File: src/rtl/fuse_regfront_pkg.sv
package fuse_regfront_pkg;

    // Register slot numbers: byte offset = slot * 4
    localparam int SLOT_W        = 4;
    localparam int NUM_SLOTS     = 15;
    localparam int SLOT_ADDR     = 0;
    localparam int SLOT_ADDR_IO  = 1;
    localparam int SLOT_ADDR_STB = 2;
    localparam int SLOT_CHIP_EN  = 3;
    localparam int SLOT_CLK      = 4;
    localparam int SLOT_DIN      = 5;
    localparam int SLOT_DOUT     = 6;
    localparam int SLOT_DATA_STB = 7;
    localparam int SLOT_PROG     = 8;
    localparam int SLOT_TEST_CTL = 9;
    localparam int SLOT_TEST_MOD = 10;
    localparam int SLOT_TEST_REP = 11;
    localparam int SLOT_TEST_RD  = 12;
    localparam int SLOT_TRIM     = 13;
    localparam int SLOT_WR_EN    = 14;

    localparam int SERIAL_WORD   = 'hFC;

    typedef enum logic [1:0] {
        BUS_IDLE      = 2'd0,
        BUS_READ_DONE = 2'd1,
        BUS_FAULT     = 2'd2
    } bus_state_e;

endpackage

File: src/rtl/fuse_access_decode.sv
module fuse_access_decode #(
    parameter int ADDR_W    = 12,
    parameter int SLOT_W    = 4,
    parameter int NUM_SLOTS = 15
) (
    input  logic [ADDR_W-1:0] addr,
    output logic              hit,
    output logic [SLOT_W-1:0] slot
);
    localparam int WORD_W = ADDR_W - 2;
    localparam logic [WORD_W-1:0] WORD_LIMIT = WORD_W'(NUM_SLOTS);

    logic [WORD_W-1:0] word_idx;

    assign word_idx = addr[ADDR_W-1:2];
    assign slot     = addr[SLOT_W+1:2];

    always_comb begin
        hit = (addr[1:0] == 2'b00) && (word_idx < WORD_LIMIT);
    end
endmodule

File: src/rtl/fuse_reg_bank.sv
module fuse_reg_bank #(
    parameter int DATA_W      = 32,
    parameter int SLOT_W      = 4,
    parameter int NUM_SLOTS   = 15,
    parameter int INDEX_W     = 12,
    parameter int INDEX_SLOT  = 0,
    parameter int RDONLY_SLOT = 6
) (
    input  logic                             clk,
    input  logic                             rst,
    input  logic                             wr_en,
    input  logic [SLOT_W-1:0]                slot,
    input  logic [DATA_W-1:0]                wdata,
    output logic [NUM_SLOTS-1:0][DATA_W-1:0] bank_q
);
    localparam int PAD_W = DATA_W - INDEX_W;

    for (genvar g = 0; g < NUM_SLOTS; g++) begin : g_slot
        logic sel;
        assign sel = wr_en && (slot == SLOT_W'(g));

        if (g == RDONLY_SLOT) begin : g_rdonly
            assign bank_q[g] = '0;
        end else if (g == INDEX_SLOT) begin : g_index
            always_ff @(posedge clk) begin
                if (rst) begin
                    bank_q[g] <= '0;
                end else if (sel) begin
                    bank_q[g] <= {{PAD_W{1'b0}}, wdata[INDEX_W-1:0]};
                end
            end
        end else begin : g_full
            always_ff @(posedge clk) begin
                if (rst) begin
                    bank_q[g] <= '0;
                end else if (sel) begin
                    bank_q[g] <= wdata;
                end
            end
        end
    end
endmodule

File: src/rtl/fuse_lookup.sv
module fuse_lookup #(
    parameter int          DATA_W      = 32,
    parameter int          INDEX_W     = 12,
    parameter int          FUSE_DEPTH  = 256,
    parameter int          SERIAL_WORD = 'hFC,
    parameter logic [31:0] SERIAL      = 32'h0
) (
    input  logic [INDEX_W-1:0] idx,
    output logic [DATA_W-1:0]  word
);
    localparam bit HAS_SERIAL = (SERIAL_WORD + 1) < FUSE_DEPTH;
    localparam logic [INDEX_W-1:0] SER_LO = INDEX_W'(SERIAL_WORD);
    localparam logic [INDEX_W-1:0] SER_HI = INDEX_W'(SERIAL_WORD + 1);
    localparam logic [DATA_W-1:0]  SER_V  = DATA_W'(SERIAL);

    if (HAS_SERIAL) begin : g_serial
        always_comb begin
            word = '1;
            if (idx == SER_LO) begin
                word = SER_V;
            end else if (idx == SER_HI) begin
                word = ~SER_V;
            end
        end
    end else begin : g_blank
        assign word = '1;
    end
endmodule

File: src/rtl/fuse_regfront.sv
module fuse_regfront
    import fuse_regfront_pkg::*;
#(
    parameter int          DATA_W     = 32,
    parameter int          ADDR_W     = 12,
    parameter int          INDEX_W    = 12,
    parameter int          FUSE_DEPTH = 256,
    parameter logic [31:0] SERIAL     = 32'h0000_0000
) (
    input  logic              clk,
    input  logic              rst,
    input  logic [ADDR_W-1:0] bus_addr,
    input  logic              bus_wr,
    input  logic [DATA_W-1:0] bus_wdata,
    input  logic              bus_rd,
    output logic [DATA_W-1:0] bus_rdata,
    output logic              bus_err
);
    localparam logic [DATA_W-1:0] CLOSED_WORD = DATA_W'(32'h0000_00FF);

    logic                             hit;
    logic [SLOT_W-1:0]                slot;
    logic [NUM_SLOTS-1:0][DATA_W-1:0] bank_q;
    logic [DATA_W-1:0]                fuse_word;
    logic [DATA_W-1:0]                dout_word;
    logic [DATA_W-1:0]                read_word;
    logic [INDEX_W-1:0]               index_field;
    logic                             ce_bit, strobe_bit, trim_bit;
    bus_state_e                       state_q, state_d;

    fuse_access_decode #(
        .ADDR_W   (ADDR_W),
        .SLOT_W   (SLOT_W),
        .NUM_SLOTS(NUM_SLOTS)
    ) u_decode (
        .addr(bus_addr),
        .hit (hit),
        .slot(slot)
    );

    fuse_reg_bank #(
        .DATA_W     (DATA_W),
        .SLOT_W     (SLOT_W),
        .NUM_SLOTS  (NUM_SLOTS),
        .INDEX_W    (INDEX_W),
        .INDEX_SLOT (SLOT_ADDR),
        .RDONLY_SLOT(SLOT_DOUT)
    ) u_bank (
        .clk   (clk),
        .rst   (rst),
        .wr_en (bus_wr && hit),
        .slot  (slot),
        .wdata (bus_wdata),
        .bank_q(bank_q)
    );

    assign index_field = bank_q[SLOT_ADDR][INDEX_W-1:0];
    assign ce_bit      = bank_q[SLOT_CHIP_EN][0];
    assign strobe_bit  = bank_q[SLOT_DATA_STB][0];
    assign trim_bit    = bank_q[SLOT_TRIM][0];

    fuse_lookup #(
        .DATA_W     (DATA_W),
        .INDEX_W    (INDEX_W),
        .FUSE_DEPTH (FUSE_DEPTH),
        .SERIAL_WORD(SERIAL_WORD),
        .SERIAL     (SERIAL)
    ) u_lookup (
        .idx (index_field),
        .word(fuse_word)
    );

    // Data-out opens only with all three enables set
    assign dout_word = (ce_bit && strobe_bit && trim_bit) ? fuse_word : CLOSED_WORD;

    always_comb begin
        read_word = '0;
        for (int i = 0; i < NUM_SLOTS; i++) begin
            if (slot == SLOT_W'(i)) begin
                read_word = (i == SLOT_DOUT) ? dout_word : bank_q[i];
            end
        end
    end

    // Next-state rule, identical from every state
    always_comb begin
        state_d = BUS_IDLE;
        if ((bus_rd || bus_wr) && !hit) begin
            state_d = BUS_FAULT;
        end else if (bus_rd) begin
            state_d = BUS_READ_DONE;
        end
    end

    // State register
    always_ff @(posedge clk) begin
        if (rst) begin
            state_q <= BUS_IDLE;
        end else begin
            state_q <= state_d;
        end
    end

    // Outputs: read data follows the transition being taken
    always_ff @(posedge clk) begin
        if (rst) begin
            bus_rdata <= '0;
        end else begin
            unique case (state_d)
                BUS_READ_DONE: bus_rdata <= read_word;
                BUS_FAULT:     if (bus_rd) bus_rdata <= '0;
                BUS_IDLE:      bus_rdata <= bus_rdata;
                default:       bus_rdata <= bus_rdata;
            endcase
        end
    end

    always_comb begin
        unique case (state_q)
            BUS_FAULT: bus_err = 1'b1;
            default:   bus_err = 1'b0;
        endcase
    end
endmodule

File: config.mk
export PLATFORM = sky130hd
export DESIGN_NAME = fuse_regfront
export DESIGN_NICKNAME = d
export VERILOG_FILES = /design/src/rtl/fuse_regfront_pkg.sv /design/src/rtl/fuse_access_decode.sv /design/src/rtl/fuse_reg_bank.sv /design/src/rtl/fuse_lookup.sv /design/src/rtl/fuse_regfront.sv
export SDC_FILE = /design/constraint.sdc
export NUM_CORES = 1
export LEC_CHECK = 0
export ABC_AREA = 1
export ABC_CLOCK_PERIOD_IN_PS = 4400
export BUFFER_PORTS_ARGS = -buffer_cell sky130_fd_sc_hd__buf_2
export CORE_MARGIN = 3
export CORE_UTILIZATION = 45
export DETAILED_ROUTE_END_ITERATION = 10
export GPL_TIMING_DRIVEN = 0
export PLACE_DENSITY_LB_ADDON = 0.2
export RECOVER_POWER = 100
export REMOVE_ABC_BUFFERS = 1
export SKIP_CTS_REPAIR_TIMING = 1
export SLEW_MARGIN = 40
export SYNTH_ARGS = -nofsm -noshare
export SYNTH_HDL_FRONTEND = slang
export SYNTH_SLANG_ARGS = --single-unit
File: constraint.sdc
create_clock -name clk -period 4.4 [get_ports clk]
set_clock_uncertainty 0.2 [all_clocks]
set_input_delay 0.22 -clock clk [delete_from_list [all_inputs] [get_ports clk]]
set_output_delay 0.22 -clock clk [all_outputs]
set_load 0.02 [all_outputs]
### After elaboration in Yosys (flattened, before gate mapping)

Index checks and enable logic that the tools add are counted.

* multiply operators: 0
* $add $sub $neg: 0
* bitwise operators: 0
* reduce and logical (&&, ||, !) cells: 25
* $lt $le $gt $ge: 1
* shift-type cells: 0
* muxes and demuxes: 22
* equality and inequality tests: 19
* divide/modulo/power cells: 0

Operators with widths (number)
* 2-to-1 mux 32 bit: 17
* case mux 32 bit (2 select lines): 1
* equality test 4 bit (second input constant): 7
* logical AND 1 bit: 19
* equality test 4 x 3 -> 1 bit (second input constant): 4
* equality test 12 x 8 -> 1 bit (second input constant): 1
* 2-to-1 mux 12 bit: 1
* less-than comparator 10 x 4 -> 1 bit (second input constant): 1
* equality test 4 x 2 -> 1 bit (second input constant): 2
* equality test 2 bit (second input constant): 2
* equality test 4 x 1 -> 1 bit (second input constant): 1
* zero test 4 bit: 1
* equality test 2 x 1 -> 1 bit (second input constant): 1
* zero test 2 bit: 1
* 2-to-1 mux 1 bit: 2
* 2-to-1 mux 2 bit: 1
* inequality test 2 bit (second input constant): 1
* AND reduction 2 bit: 1
* nonzero test 2 bit: 1
* zero test 1 bit: 1
* logical OR 1 bit: 1

* memories: 0
* memory bits (writable): 0
* flip-flop bits (word level): 462
* output and inout port bits: 33
* input bits: 48
* bits in latches: 0
* logic and storage cells: 83
* bits in read-only memories: 0

### Logic depth before layout (Yosys ltp)

Gate-level depths: netlist of the first run.

* word-level depth: 17
* mapped depth: 16
* depth with buffers taken out: 15

### Hierarchy

A second synthesis of the first run with hierarchy kept.

* cells, all modules: 3824
* area, all modules: 23610.1 µm²

By module, submodules not included
* fuse_reg_bank: instances 1, cells an instance 2560, area each 17508.0 µm², seq. area each 8568.2 µm²
* fuse_regfront: instances 1, cells an instance 1196, area each 5711.7 µm², seq. area each 680.7 µm²
* fuse_lookup: instances 1, cells an instance 47, area each 294.0 µm², seq. area each 0.0 µm²
* fuse_access_decode: instances 1, cells an instance 21, area each 96.3 µm², seq. area each 0.0 µm²

### Worst setup path before layout of the first run

OpenSTA, ideal clock, no wires.

* path type: input-to-reg
* start: in bus_addr[8]
* end: reg u_bank.bank_q[135] (netlist bit)
* library setup time: 0.070 ns
* path buffers: 3
* cell stages on the path: 8
* path slack: 2.604 ns
* data required time: 4.130 ns
* arrival: 1.526 ns
* path through: nor4_1 -> o211ai_1 -> nor2_2 -> buf_4 -> buf_2 -> buf_2 -> nand3_1 -> a21oi_1

* longest elaborated chain between the ends: 4

RTL lines
* start, declared: line fuse_regfront.sv:12 `input logic [ADDR_W-1:0] bus_addr,`
* less-than comparator 10 x 4 -> 1 bit: line fuse_access_decode.sv:19 `hit = (addr[1:0] == 2'b00) && (word_idx < WORD_LIMIT);`
* logical AND 1 bit: line fuse_access_decode.sv:19
* logical AND 1 bit: line fuse_regfront.sv:51 `.wr_en (bus_wr && hit),`
* logical AND 1 bit: line fuse_reg_bank.sv:20 `assign sel = wr_en && (slot == SLOT_W'(g));`
* end signal, assigned by index: line fuse_reg_bank.sv:37 `bank_q[g] <= wdata;`
* end, declared: line fuse_reg_bank.sv:14 `output logic [NUM_SLOTS-1:0][DATA_W-1:0] bank_q`

Every way passes these cells.
A chain may end at the register's enable or synchronous reset.

### Worst setup path in the final report of the first run

* start: in bus_addr[2]
* end: reg u_bank.bank_q[54] (netlist bit)

* longest elaborated chain between the ends: 4
* elaborated cells between the ends (all ways): 5
* classes of those cells: 1 x order compare; 1 x eq/ne; 3 x reduce/logical

RTL lines (line)
* less-than comparator 10 x 4 -> 1 bit: fuse_access_decode.sv:19
* logical AND 1 bit: fuse_access_decode.sv:19
* logical AND 1 bit: fuse_regfront.sv:51
* logical AND 1 bit (*): fuse_reg_bank.sv:20

Every way passes the cells marked *; elsewhere a longest branch is shown, timed or not.

==> results of run 1 <==
[final cells by class]
type | instances | area, sq um | share of cell area (%)
Inverter | 298 | 1130 | 4.83
Sequential cell | 462 | 9250 | 39.7
Multi-Input combinational cell | 1907 | 9050 | 38.8
Timing Repair Buffer | 156 | 1580 | 6.78
Tap cell | 592 | 741 | 3.18
Clock buffer | 75 | 1510 | 6.46
Clock inverter | 6 | 58.8 | 0.252
[metrics by stage]
step | worst slack, ns | area [sq um] | power [mW]
final | 0.981 | 23300 | 8.68
after global routing | 0.824 | 23300 | 8.94
after CTS | 1.59 | 23100 | 8.73
after detailed placement | 1.05 | 21600 | 4.67
after global placement | -10.19 | 20500 | 4.63
after floorplan | -4.11 | 19300 | 4.40
[layout by cell type, fill, tap and decap left out, types with 6 or more instances in the layout]
master and count:
nor2_4 7, inv_1 290, dfxtp_1 462, buf_2 45
o21ai_0 92, nor2_1 315, clkbuf_16 51, nand4_1 64
clkbuf_8 14, nand2_1 649, a211oi_1 202, a21oi_1 293
nand2_4 6, nand3b_1 9, dlygate4sd3_1 35, buf_16 20
nand3_1 257, buf_8 14, clkbuf_1 45
[registers in the layout (all words and copies together), names as in the netlist]
register,cells
bus_rdata,32
state_q,2
u_bank.bank_q,428
[metal layers]
metal / up-vias / GRT usage (%) / wire (um)
met1: 9076 / 34.2 / 27100
met2: 643 / 41.3 / 28700
met5: - / 0 / 0
met4: 0 / 7.13 / 1500
li1: 9433 / - / -
met3: 99 / 3.85 / 3930
[worst register-to-register path, stage by stage (launching register included)]
cell and delay [ns]:
dfxtp_1 0.32, inv_1 0.08, nand2_1 0.05, nor3_1 0.20, nand3_1 0.16, nand2_1 0.09
nand2_1 0.80, nand2_1 0.41, nand4_1 0.18, nand2_1 0.14, nand2_1 0.07, nand2_1 0.06
nand2_1 0.05, nand2_1 0.12, a21oi_1 0.08
[logic make-up (layout without fill, tap and decap cells)]
group / after synthesis / after routing / share of synthesized area [%]
compound gates: 588 / 588 / 16.9
simple gates: 1319 / 1319 / 27.0
flops: 462 / 462 / 45.4
buf+inv: 545 / 535 / 10.6
[report_power, final]
group	internal, mW	total (mW)	leakage, nW	switching [mW]
logic	0.102	0.415	3.45	0.313
registers	4.19	4.19	3.72	0.00201
clock network	2.39	4.08	0.775	1.69
total	6.68	8.68	7.95	2.00
[worst max-delay path by stage]
stage | slack [ns] | to | from | depth (start not counted)
2_1_floorplan | -4.11 | u_bank.bank_q[416]$_SDFFE_PP0P_ | bus_addr[8] | 5
3_3_place_gp | -10.19 | u_bank.bank_q[444]$_SDFFE_PP0P_ | bus_addr[8] | 7
3_5_place_dp | 1.05 | u_bank.bank_q[302]$_SDFFE_PP0P_ | bus_addr[2] | 8
4_1_cts | 1.59 | u_bank.bank_q[316]$_SDFFE_PP0P_ | bus_addr[2] | 8
5_1_grt | 0.82 | u_bank.bank_q[90]$_SDFFE_PP0P_ | rst | 5
6_report | 0.98 | u_bank.bank_q[54]$_SDFFE_PP0P_ | bus_addr[2] | 11
==> reports/qor.txt, run 1 <==
Status: finished, violations left
Violated checks: hold timing, capacitance limit, slew limit
Starting DRT DRC Count: 1569
Post-synthesis cell count: 2914
Fin Setup TNS: 0 ns
DRC viols: 0
Global-route wire length before repair: 96.8 mm
Static leakage: 7.95 nW
CTS tree: done
Critical-path cell list: clkbuf_1 > nand2_1 > o211ai_1 > nor2_1 > buf_8 > buf_16 > buf_8 > buf_16 > nand2_1 > nand2_1 > a21oi_1
Die Y: 219 um
Post-DP HPWL: 37.3 mm
Vias in the first global route: 17800
Fillers: 4183
Most common cell in the netlist: nand2_1
Buf+Inv Stages, Crit Path: 5
Initial antenna violation count: 0
Yosys warns: 0
Crit path kind: in -> reg
Critical-path top delay cell: nand2_1
R2R Setup Slk: 1.25 ns
Clk_lat worst skew: 0.59 ns
Grt ovf: 0
EDFF count, synth: 0
Final Hold Fails: 1
Standard-cell rows: 77
Placed insts: 3380
Worst-Margin Slew: 1.78 ns
Async SR Flop Fraction: 0%
Synth Register Bits: 462
Max-slew headroom: -18.8%
Worst hold margin: -0.00207 ns
Cell mode on critical path: nand2_1
Seq/Total Area, Yosys: 45.4%
Clock tree buffer depth: 3
Cell family with the largest share of critical-path delay: simple AND/OR/NAND/NOR gates
Final Cycle Share: 77.7%
Fmax: 292 MHz
Final WL: 61.2 mm
Max-Cap Viols: 3
Worst r2r path cells: 14
Worst Hold Class: in -> reg
Yosys top cell area share: 45.4%
Final ANT Viol Nets: 0
Top post-synthesis cells by area: dfxtp_1 (45%), nand2_1 (12%), a211oi_1 (7.4%), a21oi_1 (7.2%), nand3_1 (6.3%)
Critical R2R Capture: bus_rdata[14]$_SDFFE_PP0P_
Total CTS buffers: 49
Hold path cells: 5
Clk root buf: clkbuf_16
Crit Reg-Reg Startpoint: u_bank.bank_q[8]$_SDFFE_PP0P_
Die ar.: 0.0478 sq mm
Worst EP arrival: 3.60 ns
Share of post-route cells with drive strength above 1: 6.34%
Critical Path RT: 4.58 ns
Crit-path max FO: 32
Ports: 81
Post-synthesis instance area: 0.0204 sq mm
Top cells by count, synth: nand2_1 (654), dfxtp_1 (462), nor2_1 (320)
HP Start: bus_addr[9]
Wire per inst: 17.5 um
Starting Density: 45.8%
Core area: 0.0444 sq mm
Layout Nets: 2922
Final cell count without fillers: 3496
CP max stage delay: 0.99 ns
Area Overhead vs Synth: 14.5%
Post-route minimum period: 3.42 ns
TritonRoute pass-1 iters: 5
Top_reg_cell synth: dfxtp_1
Critical path startpoint category: input port
CP endpoint kind: flop
Setup-failing EPs final: 0
Syn_area_per_cell: 6.99 sq um
Die Span X: 219 um
Post-synth cell types: 22
Diodes inserted: 0
Via/cell ratio: 5.51
Port bufs: 80
Worst Hold End: state_q[1]$_SDFF_PP0_
Fin util: 52.5%
Via count: 19300
RSZ-0062 raised after global routing: no
Pin count of the biggest net entering global routing: 97
VDD IR max: 0.313 mV
Yosys top cell by area: dfxtp_1
Gp weighted congestion: 0.815
Power Dens Cells: 372 mW/mm^2
H-tree Lvls: 2
Total track usage: 25.1%
Clk slew on worst S/H paths: 0.06 ns
Max-slew violation count: 151
Clk sinks: 462
Power figures use the tool's default switching activity.
==> inputs of run 2 (changes only) <==
--- a/config.mk
+++ b/config.mk
@@ -5,8 +5,8 @@
 export SDC_FILE = /design/constraint.sdc
 export NUM_CORES = 1
 export LEC_CHECK = 0
-export ABC_AREA = 1
-export ABC_CLOCK_PERIOD_IN_PS = 4400
+export ABC_AREA = 0
+export ABC_CLOCK_PERIOD_IN_PS = 3400
 export BUFFER_PORTS_ARGS = -buffer_cell sky130_fd_sc_hd__buf_2
 export CORE_MARGIN = 3
 export CORE_UTILIZATION = 45
==> constraint.sdc (replaced) <==
create_clock -name clk -period 3.4 [get_ports clk]
set_clock_uncertainty 0.2 [all_clocks]
set_input_delay 0.17 -clock clk [delete_from_list [all_inputs] [get_ports clk]]
set_output_delay 0.17 -clock clk [all_outputs]
set_load 0.02 [all_outputs]
==> run 2 against run 1 <==
The run ends with hold timing left. Utilization grew 0.90 points. Sequential power is 29% higher. Cell count shrank 5.5%. Setup slack worse by 0.74 ns. Count of clock-buffer cells in the layout is 3 lower. Final area increased by 1.9%. Routed wire length up 22%. Non-clock buffer count is 27 higher. Combinational power increased by 79%. Synthesized cell count decreased by 7.4%. Die area up 0.11%. Largest cell class is now multi-input combinational cells. Largest power group unchanged. Highest routed layer unchanged.
==> reports/qor.txt, run 2 <==
Clk_lat worst skew: 0.59 ns (about the same)
Status: finished, violations left
Via count: 20000 (+3.9%)
Power Total: 11.5 mW (+33%)
Final WL: 74.6 mm (+22%)
Top post-synthesis cells by area: dfxtp_1 (45%), nand2_1 (17%), a21oi_1 (12%), mux2i_1 (3.2%), clkbuf_1 (2.9%)
Yosys warns: 0 (unchanged)
Yosys top cell area share: 45.4% (-0.053 points)
Via/cell ratio: 6.05 (+9.9%)
Worst Hold Class: in -> reg
Gate power share: 6.5% (+1.7 points)
Largest Register: u_bank.bank_q
Final ANT Viol Nets: 0 (unchanged)
Fillers: 4209 (+0.62%)
Clk root buf: clkbuf_16
Fmax: 316 MHz
Crit path kind: in -> reg
CP endpoint kind: flop
Synth Register Bits: 462 (unchanged)
Worst EP arrival: 3.46 ns (-0.14 ns)
CTS tree: done
Worst Hold End: bus_rdata[3]$_SDFFE_PP0P_
Worst hold margin: -0.0207 ns (-0.0186 ns)
TritonRoute pass-1 iters: 7 (+2)
HP Start: bus_addr[5]
Top cells by count, synth: nand2_1 (903), a21oi_1 (493), dfxtp_1 (462)
Global-route wire length before repair: 112 mm (+16%)
Total CTS buffers: 49 (unchanged)
Switching part of the total: 24.1% (+1.0 points)
Yosys top cell by area: dfxtp_1
Initial antenna violation count: 0 (unchanged)
Max-Cap Viols: 0 (-3)
Switch Pwr: 2.77 mW (+39%)
Commonest cells after routing, fill and taps aside: nand2_1 (898), a21oi_1 (493), dfxtp_1 (462)
Setup-failing EPs final: 0 (unchanged)
Commonest non-fill, non-tap cell in the layout: nand2_1
Async SR Flop Fraction: 0% (unchanged)
Final Hold Fails: 3 (+2)
Core area: 0.0445 sq mm (+0.22%)
Power Dens Cells: 484 mW/mm^2 (+30%)
RSZ-0062 raised after global routing: no
Critical path startpoint category: input port
Post-route minimum period: 3.16 ns
Final Cycle Share: 92.9%
Final cell count without fillers: 3305 (-5.5%)
Grt ovf: 0 (unchanged)
Worst r2r path cells: 6 (-8)
Starting Density: 45.8% (about the same)
Register share of total power: 47.1% (-1.2 points)
Critical Path RT: 3.70 ns (-0.88 ns)
Ports: 81 (unchanged)
Gp weighted congestion: 0.788 (-3.3%)
Crit Reg-Reg Startpoint: u_bank.bank_q[7]$_SDFFE_PP0P_
Standard-cell rows: 77 (unchanged)
Clk network pwr share: 46.4% (-0.6 points)
Hold path cells: 3 (-2)
Seq/Total Area, Yosys: 45.4% (-0.053 points)
Crit-path max FO: 47 (+47%)
Die ar.: 0.0479 sq mm (+0.11%)
EDFF count, synth: 0 (unchanged)
Post-synthesis cell count: 2697 (-7.4%)
Max-slew violation count: 0 (-100%)
Die Span X: 219 um (about the same)
Internal power: 8.73 mW (+31%)
Syn_area_per_cell: 7.56 sq um (+8.2%)
Pin count of the biggest net entering global routing: 98 (+1.0%)
Most common cell in the netlist: nand2_1
Wire per inst: 22.6 um (+29%)
Port bufs: 80 (unchanged)
Area Overhead vs Synth: 16.6%
DRC viols: 0 (unchanged)
Vias in the first global route: 18900 (+6.4%)
Layout Nets: 2723 (-6.8%)
Clk sinks: 462 (unchanged)
Top_reg_cell synth: dfxtp_1
Static leakage: 7.96 nW (+0.16%)
Post-Place Setup Slack: 0.143 ns (-0.904 ns)
Clock tree buffer depth: 3 (unchanged)
Placed insts: 3181 (-5.9%)
Largest regs: u_bank.bank_q (428), bus_rdata (32), state_q (2)
Clk slew on worst S/H paths: 0.06 ns (about the same)
Post-DP HPWL: 47.3 mm (+27%)
Post-synthesis instance area: 0.0204 sq mm (+0.12%)
Violated checks: hold timing
Fin Setup TNS: 0 ns (unchanged)
VDD IR max: 0.345 mV (+10%)
Max-slew headroom: 12.7% (+32 points)
Total track usage: 30.3% (+5.3 points)
Max reg flops: 428 (unchanged)
Final worst slack: 0.240 ns (-0.741 ns)
Share of post-route cells with drive strength above 1: 9.41% (+3.1 points)
Post-synth cell types: 65 (+200%)
Critical R2R Capture: bus_rdata[30]$_SDFFE_PP0P_
Die Y: 219 um (about the same)
Starting DRT DRC Count: 2397 (+53%)
H-tree Lvls: 2 (unchanged)
R2R Setup Slk: 0.29 ns (-0.96 ns)
Worst-Margin Slew: 1.31 ns (-0.468 ns)
[run 2: cell count changes after synthesis, moves of 32 or more]
cell      delta
nand2_1    +249
a21oi_1    +200
nand4_1     -63
mux2i_1     +66
inv_1      -290
nand3_1    -236
nor2_1     -250
o22ai_1     +32
a22oi_1     +52
a211oi_1   -185
[run 2: power groups by stage]
| stage | Clock [mW] | Combinational [mW] | Sequential (mW) |
|---|---|---|---|
| 4_1_cts | 5.38 | 0.701 | 5.42 |
| 3_3_place_gp | 0 | 0.610 | 5.54 |
| 6_report | 5.34 | 0.744 | 5.42 |
| 5_1_grt | 5.58 | 0.778 | 5.42 |
| 3_5_place_dp | 0 | 0.698 | 5.54 |
| 2_1_floorplan | 0 | 0.204 | 5.54 |
[run 2: per-layer routing]
metal	up-vias	global-route usage, %	wire length (um)
met5	-	0	0
met3	237	6.06	7950
met4	0	13.6	2980
met1	9498	40.1	30000
li1	9181	-	-
met2	1093	48.0	33700
[run 2: cells by family (layout without fill, tap and decap cells)]
kind of cell,Yosys count,after routing,synth area share (%)
other,0,2,0
buffers and inverters,265,279,5.74
muxes,76,76,3.79
and+or+nand+nor,1069,1069,21.4
DFF,462,462,45.4
AOI/OAI and AO/OA,825,825,23.7
[run 2: metrics by stage]
stage / utilization (%) / cell area [sq um] / hold slack, ns
after floorplan: - / 19200 / 0.0391
after global placement: 45.8 / 20400 / 0.228
after detailed placement: 49.4 / 22000 / 0.233
after CTS: 53.0 / 23600 / -0.289
after global routing: 53.4 / 23800 / 0.00423
final: 53.4 / 23800 / -0.0207
[run 2: final cells by class]
class	count	area [sq um]	share of cell area, %
Antenna cell	2	5.00	0.0211
Clock buffer	72	1460	6.12
Timing Repair Buffer	183	1930	8.10
Sequential cell	462	9250	38.9
Clock inverter	15	133	0.558
Tap cell	592	741	3.12
Inverter	9	36.3	0.153
Multi-Input combinational cell	1970	10200	43.0
[run 2: worst max-delay path by stage]
stage                                        startpoint                               to  slack (ns)  cells after the start
after global placement                              rst       bus_rdata[27]$_SDFFE_PP0P_       -7.94                      5
after detailed placement                    bus_addr[5]  u_bank.bank_q[402]$_SDFFE_PP0P_        0.14                      9
after floorplan                             bus_addr[3]  u_bank.bank_q[416]$_SDFFE_PP0P_       -0.49                      5
after global routing                        bus_addr[2]       bus_rdata[21]$_SDFFE_PP0P_        0.19                      9
final                                       bus_addr[2]       bus_rdata[18]$_SDFFE_PP0P_        0.24                      9
after CTS                 u_bank.bank_q[7]$_SDFFE_PP0P_       bus_rdata[30]$_SDFFE_PP0P_        0.67                      6
[run 2: worst max-delay path, stage by stage]
cell      delay (ns)
buf_6           0.45
buf_16          0.31
and2b_4         0.30
buf_12          0.19
nand2_1         0.17
o21a_1          1.04
a21oi_1         0.08
o311a_1         0.42
a211oi_1        0.23
